**src/rtl/nco_pkg.sv**
```systemverilog
package nco_pkg;

  // Address decode values; the commit-on-high ordering depends on these.
  localparam int unsigned NCO_ADR_LO = 0;
  localparam int unsigned NCO_ADR_HI = 1;

  // Quadrant of the folded phase, from the top two phase bits.
  typedef enum logic [1:0] {
    QD_RISE_POS = 2'd0,
    QD_FALL_POS = 2'd1,
    QD_FALL_NEG = 2'd2,
    QD_RISE_NEG = 2'd3
  } quad_t;

  localparam real NCO_PI = 3.14159265358979323846;

endpackage

```
**src/rtl/nco_host_regs.sv**
```systemverilog
module nco_host_regs #(
  parameter int DATA_W = 16,
  parameter int ADDR_W = 3
) (
  input  logic                  clk,
  input  logic                  rst_n,
  input  logic                  cs_n,
  input  logic                  wr_en,
  input  logic [ADDR_W-1:0]     addr,
  input  logic [DATA_W-1:0]     wdata,
  output logic [DATA_W-1:0]     lo_word,
  output logic [2*DATA_W-1:0]   freq_word
);
  import nco_pkg::*;

  localparam logic [ADDR_W-1:0] A_LO = ADDR_W'(NCO_ADR_LO);
  localparam logic [ADDR_W-1:0] A_HI = ADDR_W'(NCO_ADR_HI);

  logic                hit;
  logic                lo_ld;
  logic                hi_ld;
  logic [DATA_W-1:0]   lo_q, lo_d;
  logic [2*DATA_W-1:0] fw_q, fw_d;

  always_comb begin
    hit   = ~cs_n & wr_en;
    lo_ld = hit && (addr == A_LO);
    hi_ld = hit && (addr == A_HI);
    lo_d  = lo_ld ? wdata : lo_q;
    fw_d  = hi_ld ? {wdata, lo_q} : fw_q;
  end

  always_ff @(posedge clk or negedge rst_n) begin
    if (!rst_n) begin
      lo_q <= '0;
      fw_q <= '0;
    end else begin
      if (lo_ld) lo_q <= lo_d;
      if (hi_ld) fw_q <= fw_d;
    end
  end

  assign lo_word   = lo_q;
  assign freq_word = fw_q;

endmodule

```
**src/rtl/nco_phase_acc.sv**
```systemverilog
module nco_phase_acc #(
  parameter int ACC_W = 32
) (
  input  logic             clk,
  input  logic             rst_n,
  input  logic [ACC_W-1:0] step,
  output logic [ACC_W-1:0] phase
);
  logic [ACC_W-1:0] acc_q, acc_d;

  always_comb acc_d = acc_q + step;

  always_ff @(posedge clk or negedge rst_n) begin
    if (!rst_n) acc_q <= '0;
    else        acc_q <= acc_d;
  end

  assign phase = acc_q;

endmodule

```
**src/rtl/nco_sincos.sv**
```systemverilog
module nco_sincos #(
  parameter int IDX_W = 8,
  parameter int OUT_W = 16
) (
  input  logic               clk,
  input  logic               rst_n,
  input  logic [IDX_W+1:0]   ph_top,
  output logic [OUT_W-1:0]   sin_val,
  output logic [OUT_W-1:0]   cos_val
);
  import nco_pkg::*;

  localparam int TBL_N = 1 << IDX_W;
  localparam int MAG_W = OUT_W - 1;
  localparam real AMP  = real'((1 << MAG_W) - 1);
  localparam real STEPS = real'(TBL_N * 4);

  function automatic logic [MAG_W-1:0] tbl_val(input int k);
    real ang;
    ang = (2.0 * real'(k) + 1.0) * NCO_PI / STEPS;
    return MAG_W'($rtoi(AMP * $sin(ang) + 0.5));
  endfunction

  logic [MAG_W-1:0] rom [TBL_N];

  for (genvar k = 0; k < TBL_N; k++) begin : g_rom
    localparam logic [MAG_W-1:0] VAL = tbl_val(k);
    assign rom[k] = VAL;
  end

  // Stage 1: fold quadrant into table index and sign
  quad_t            quad;
  logic [IDX_W-1:0] idx;
  logic [IDX_W-1:0] s_idx_d, c_idx_d, s_idx_q, c_idx_q;
  logic             s_neg_d, c_neg_d, s_neg_q, c_neg_q;

  always_comb begin
    quad = quad_t'(ph_top[IDX_W+1:IDX_W]);
    idx  = ph_top[IDX_W-1:0];
    unique case (quad)
      QD_RISE_POS: begin s_idx_d = idx;  s_neg_d = 1'b0; c_idx_d = ~idx; c_neg_d = 1'b0; end
      QD_FALL_POS: begin s_idx_d = ~idx; s_neg_d = 1'b0; c_idx_d = idx;  c_neg_d = 1'b1; end
      QD_FALL_NEG: begin s_idx_d = idx;  s_neg_d = 1'b1; c_idx_d = ~idx; c_neg_d = 1'b1; end
      default:     begin s_idx_d = ~idx; s_neg_d = 1'b1; c_idx_d = idx;  c_neg_d = 1'b0; end
    endcase
  end

  always_ff @(posedge clk or negedge rst_n) begin
    if (!rst_n) begin
      s_idx_q <= '0; c_idx_q <= '0; s_neg_q <= 1'b0; c_neg_q <= 1'b0;
    end else begin
      s_idx_q <= s_idx_d; c_idx_q <= c_idx_d; s_neg_q <= s_neg_d; c_neg_q <= c_neg_d;
    end
  end

  // Stage 2: table lookup
  logic [MAG_W-1:0] s_mag_d, c_mag_d, s_mag_q, c_mag_q;
  logic             s_sgn_q, c_sgn_q;

  always_comb begin
    s_mag_d = rom[s_idx_q];
    c_mag_d = rom[c_idx_q];
  end

  always_ff @(posedge clk or negedge rst_n) begin
    if (!rst_n) begin
      s_mag_q <= '0; c_mag_q <= '0; s_sgn_q <= 1'b0; c_sgn_q <= 1'b0;
    end else begin
      s_mag_q <= s_mag_d; c_mag_q <= c_mag_d; s_sgn_q <= s_neg_q; c_sgn_q <= c_neg_q;
    end
  end

  // Sign application feeds the output register in the top
  logic [OUT_W-1:0] s_ext, c_ext;
  always_comb begin
    s_ext   = {1'b0, s_mag_q};
    c_ext   = {1'b0, c_mag_q};
    sin_val = s_sgn_q ? (~s_ext + OUT_W'(1)) : s_ext;
    cos_val = c_sgn_q ? (~c_ext + OUT_W'(1)) : c_ext;
  end

endmodule

```
**src/rtl/nco_phase_tap.sv**
```systemverilog
module nco_phase_tap #(
  parameter int DATA_W = 16,
  parameter int ADDR_W = 3,
  parameter int IDX_W  = 8
) (
  input  logic              clk,
  input  logic              rst_n,
  input  logic              cs_n,
  input  logic              wr_en,
  input  logic [ADDR_W-1:0] addr,
  input  logic [DATA_W-1:0] wdata,
  input  logic              test_sel,
  output logic [DATA_W-1:0] cos_out,
  output logic [DATA_W-1:0] sin_out
);
  localparam int ACC_W = 2 * DATA_W;
  localparam int TOP_W = IDX_W + 2;

  logic [DATA_W-1:0] lo_word;
  logic [ACC_W-1:0]  freq_word;
  logic [ACC_W-1:0]  acc_q;
  logic [DATA_W-1:0] sin_val, cos_val;

  nco_host_regs #(.DATA_W(DATA_W), .ADDR_W(ADDR_W)) u_regs (
    .clk(clk), .rst_n(rst_n), .cs_n(cs_n), .wr_en(wr_en), .addr(addr),
    .wdata(wdata), .lo_word(lo_word), .freq_word(freq_word)
  );

  nco_phase_acc #(.ACC_W(ACC_W)) u_acc (
    .clk(clk), .rst_n(rst_n), .step(freq_word), .phase(acc_q)
  );

  nco_sincos #(.IDX_W(IDX_W), .OUT_W(DATA_W)) u_sc (
    .clk(clk), .rst_n(rst_n), .ph_top(acc_q[ACC_W-1 -: TOP_W]),
    .sin_val(sin_val), .cos_val(cos_val)
  );

  // Phase delay matched to the two generator stages
  logic [ACC_W-1:0] ph_d1_q, ph_d2_q;
  always_ff @(posedge clk or negedge rst_n) begin
    if (!rst_n) begin
      ph_d1_q <= '0;
      ph_d2_q <= '0;
    end else begin
      ph_d1_q <= acc_q;
      ph_d2_q <= ph_d1_q;
    end
  end

  // Output register with synchronous source select
  logic [ACC_W-1:0] out_d, out_q;
  always_comb out_d = test_sel ? ph_d2_q : {cos_val, sin_val};

  always_ff @(posedge clk or negedge rst_n) begin
    if (!rst_n) out_q <= '0;
    else        out_q <= out_d;
  end

  assign cos_out = out_q[ACC_W-1:DATA_W];
  assign sin_out = out_q[DATA_W-1:0];

endmodule

```
**config.mk**
```make
export PLATFORM = sky130hd
export DESIGN_NAME = nco_phase_tap
export DESIGN_NICKNAME = d
export VERILOG_FILES = /design/src/rtl/nco_pkg.sv /design/src/rtl/nco_host_regs.sv /design/src/rtl/nco_phase_acc.sv /design/src/rtl/nco_sincos.sv /design/src/rtl/nco_phase_tap.sv
export SDC_FILE = /design/constraint.sdc
export NUM_CORES = 1
export LEC_CHECK = 0
export BUFFER_PORTS_ARGS = -buffer_cell sky130_fd_sc_hd__buf_2
export CAP_MARGIN = 20
export CELL_PAD_IN_SITES_DETAIL_PLACEMENT = 0
export CELL_PAD_IN_SITES_GLOBAL_PLACEMENT = 1
export CORE_MARGIN = 4
export CORE_UTILIZATION = 49
export CTS_BUF_LIST = sky130_fd_sc_hd__clkbuf_8 sky130_fd_sc_hd__clkbuf_16
export DETAILED_ROUTE_END_ITERATION = 10
export MAX_ROUTING_LAYER = met4
export PLACE_DENSITY_LB_ADDON = 0.1
export SLEW_MARGIN = 20
export SYNTH_ARGS = -nofsm -noshare
export SYNTH_HDL_FRONTEND = slang
export SYNTH_SLANG_ARGS = --single-unit
```
**constraint.sdc**
```tcl
create_clock -name clk -period 3.8 [get_ports clk]
set_input_delay 0 -clock clk [delete_from_list [all_inputs] [get_ports clk]]
set_output_delay 0 -clock clk [all_outputs]
set_load 0.1 [all_outputs]
```
==> impl_results.md <==
* Routed wire length at 70400 µm
* TritonCTS Buffers at 25
* Outcome: complete, no violations
* Max Root-Sink Buffers at 3
* Share of cells above drive strength 1 at 13.6%
* Unrepaired setup endpoints after global routing: no
* Cells after Synth at 2067
* Mean post-synth cell area at 8.40 µm²
* Post-synth ARST share at 100%
* CP Max Fanout at 11
* Core Box Area at 34800 µm²
* Routability Congestion at 1.07
* Max Clock Freq at 311 MHz
* Yosys top cell area share at 32.6%
* Die Area at 38500 µm²
* Critical Path Start Type: flop
* Crit. End Element: flop
* Seq/Total Area, Yosys at 32.6%
* Total vias in the final route at 17800
* Final core occ at 54.6%
* Setup violators final at 0
* Non-Filler Instances at 2523
* Die width at 196 µm
* Critical Path RT at 4.21 ns
* Finished Cell Area at 19000 µm²
* Worst-Skew Late Latency at 0.53 ns
* Layout area overhead at 9.38%
* Max_cap viols at 0
* Via density at 7.06
* #FFs+latches synth at 226
* IO Pins at 56
* Deepest level of the CTS H-tree at 1
* Grt ovf at 0
* DP HPWL at 49400 µm
* Worst-path clk slew at 0.07 ns
* 1st-pass router iterations at 6
* Synth top area cells: dfrtp_1 33%, o21ai_0 5.4%, ha_1 4.8%, a21oi_1 4.2%, nand2_1 4.1%
* Slew Limit Fails at 0
* Buffers on Ports at 55
* Post-synth cell types at 88
* Clk sinks at 226
* Post-synth EDFFs at 0
* Min-Delay Path Class: in -> reg
* CTS tree: yes
* Fin crit period at 3.21 ns
* Final TNS setup at 0 ns
* Syn Std Cell Area at 17400 µm²
* Slew HR at 34.4%
* Final period util at 84.5%
* Pin count of the biggest net entering global routing at 141
* First-pass GRT wire length at 106000 µm
* Post-CTS sizing at 0
* Vias in the first global route at 16734
* Wire length per cell at 27.9 µm
* Post-synth top area cell: dfrtp_1
* Crit Path Class: reg -> reg
* Crit path arrival time at 3.62 ns
* Die height at 196 µm
* Slew @ Worst Pin at 0.971 ns
* Inst Count DP at 2459
* DR iter-0 viols at 2929
* # DRC at 0
* Row count at 68
* Root Buffer: clkbuf_16
* Tot GR Track Use at 36.3%
* Synth warnings at 0
* Nets@finish at 2140
* Fin Clk Skew at 0.0155 ns
* Mapped Nets at 2159
* Placed Instance Area at 18000 µm²
* Starting Density at 49.9%
* Main flop type after synthesis: dfrtp_1
* Final hold violation count at 0
* Initial antenna violation count at 4
* Antenna viol nets, final at 0
==> routing by layer <==
layer / vias to the layer above / track usage (%) / wire length, µm
li1: 7665 / - / -
met1: 8494 / 48.6 / 27400
met2: 1379 / 51.2 / 30000
met3: 262 / 11.6 / 9680
met4: 0 / 14.2 / 3320
met5: - / - / 0
==> cells by family (layout without fill, tap and decap cells) <==
logic type                 Yosys count  count (layout)  share of synthesized area [%]
and+or+nand+nor                    643             643                           18.2
adders and majority gates           68              68                           4.94
buffers and inverters              243             240                           6.09
muxes                               90              90                           7.22
AOI/OAI and AO/OA                  728             728                           27.5
other                                0               4                              0
DFF                                226             226                           32.6
xor gates and xnor gates            69              69                           3.48
==> final timing paths <==
kind / cells after the start / end / slack (ns) / from
setup / recovery: 8 / u_sc.s_mag_q[8] / 0.59 / u_sc.s_idx_q[1]
hold / removal: 4 / u_regs.lo_word[9] / 0.07 / addr[0]
setup reg to reg: 8 / u_sc.s_mag_q[8] / 0.59 / u_sc.s_idx_q[1]
hold reg to reg: 0 / ph_d2_q[29] / 0.34 / ph_d1_q[29]
max in group asynchronous: 3 / u_sc.s_mag_q[13] / 2.75 / rst_n
min in group asynchronous: 2 / ph_d1_q[29] / 0.16 / rst_n
==> stage by stage <==
| stage | worst slack (ns) | hold slack, ns |
|---|---|---|
| 4_1_cts | 0.697 | 0.0558 |
| 5_1_grt | 0.488 | 0.0702 |
| 6_report | 0.587 | 0.0675 |
| 3_3_place_gp | 0.757 | 0.169 |
| 3_5_place_dp | 0.734 | 0.174 |
| 2_1_floorplan | 0.756 | -0.296 |
==> Yosys cell counts, types with 22 or more instances <==
library cell,number
o31ai_1,22
xnor2_1,33
a311oi_1,39
ha_1,67
buf_2,57
dfrtp_1,226
nand2b_1,54
a21oi_1,147
inv_1,36
nor3_1,52
nor2b_1,41
a31oi_1,47
o21ai_0,189
buf_1,24
xor2_1,36
a211oi_1,42
nand2_1,192
o311ai_0,26
nand3_1,65
mux2_2,52
o211ai_1,45
nor2_1,120
clkbuf_1,108
mux4_2,23
==> final cells by class <==
class	instances	area [µm²]
diodes	4	10.0
clock buffers	28	667
clock inverters	15	113
fillers	3173	15800
inverters	42	158
multi-input cells	1598	10700
flip-flops and latches	226	5670
well taps	455	569
repair buffers	155	1150
==> sequential cells by signal (all words and copies together), names as in the netlist, 15 cells and up <==
register / flops
ph_d1_q: 32
u_regs.lo_word: 16
u_acc.phase: 32
ph_d2_q: 32
out_q: 32
u_sc.c_mag_q: 15
u_regs.freq_word: 32
u_sc.s_mag_q: 15
==> cells in the final DEF, fill, tap and decap left out, types with 45 or more instances in the layout <==
cell	count
dfrtp_1	220
nand2_1	192
o21ai_0	189
a21oi_1	147
nor2_1	120
buf_4	77
ha_1	67
nand3_1	65
nand2b_1	54
buf_2	54
nor3_1	52
mux2_2	52
a31oi_1	47
o211ai_1	45
==> critical path, cell delays in order (launching register included) <==
cell and delay (ns):
dfrtp_1 0.49, inv_1 0.31, ha_1 0.63, nor2_1 0.14, a21oi_1 0.48, nor2_1 0.10, a311oi_1 0.47, o31ai_1 0.11
a221o_1 0.36
==> what timing repair did <==
action,4_1_cts,5_1_grt
setup buffers,0,0
setup endpoints to repair,0,0
endpoints found under the hold margin,153,0
hold buffers,17,0
Power is left out: the tool's default activity adds up to more than one toggle a clock period on the data nets, which glitch-free logic cannot reach.
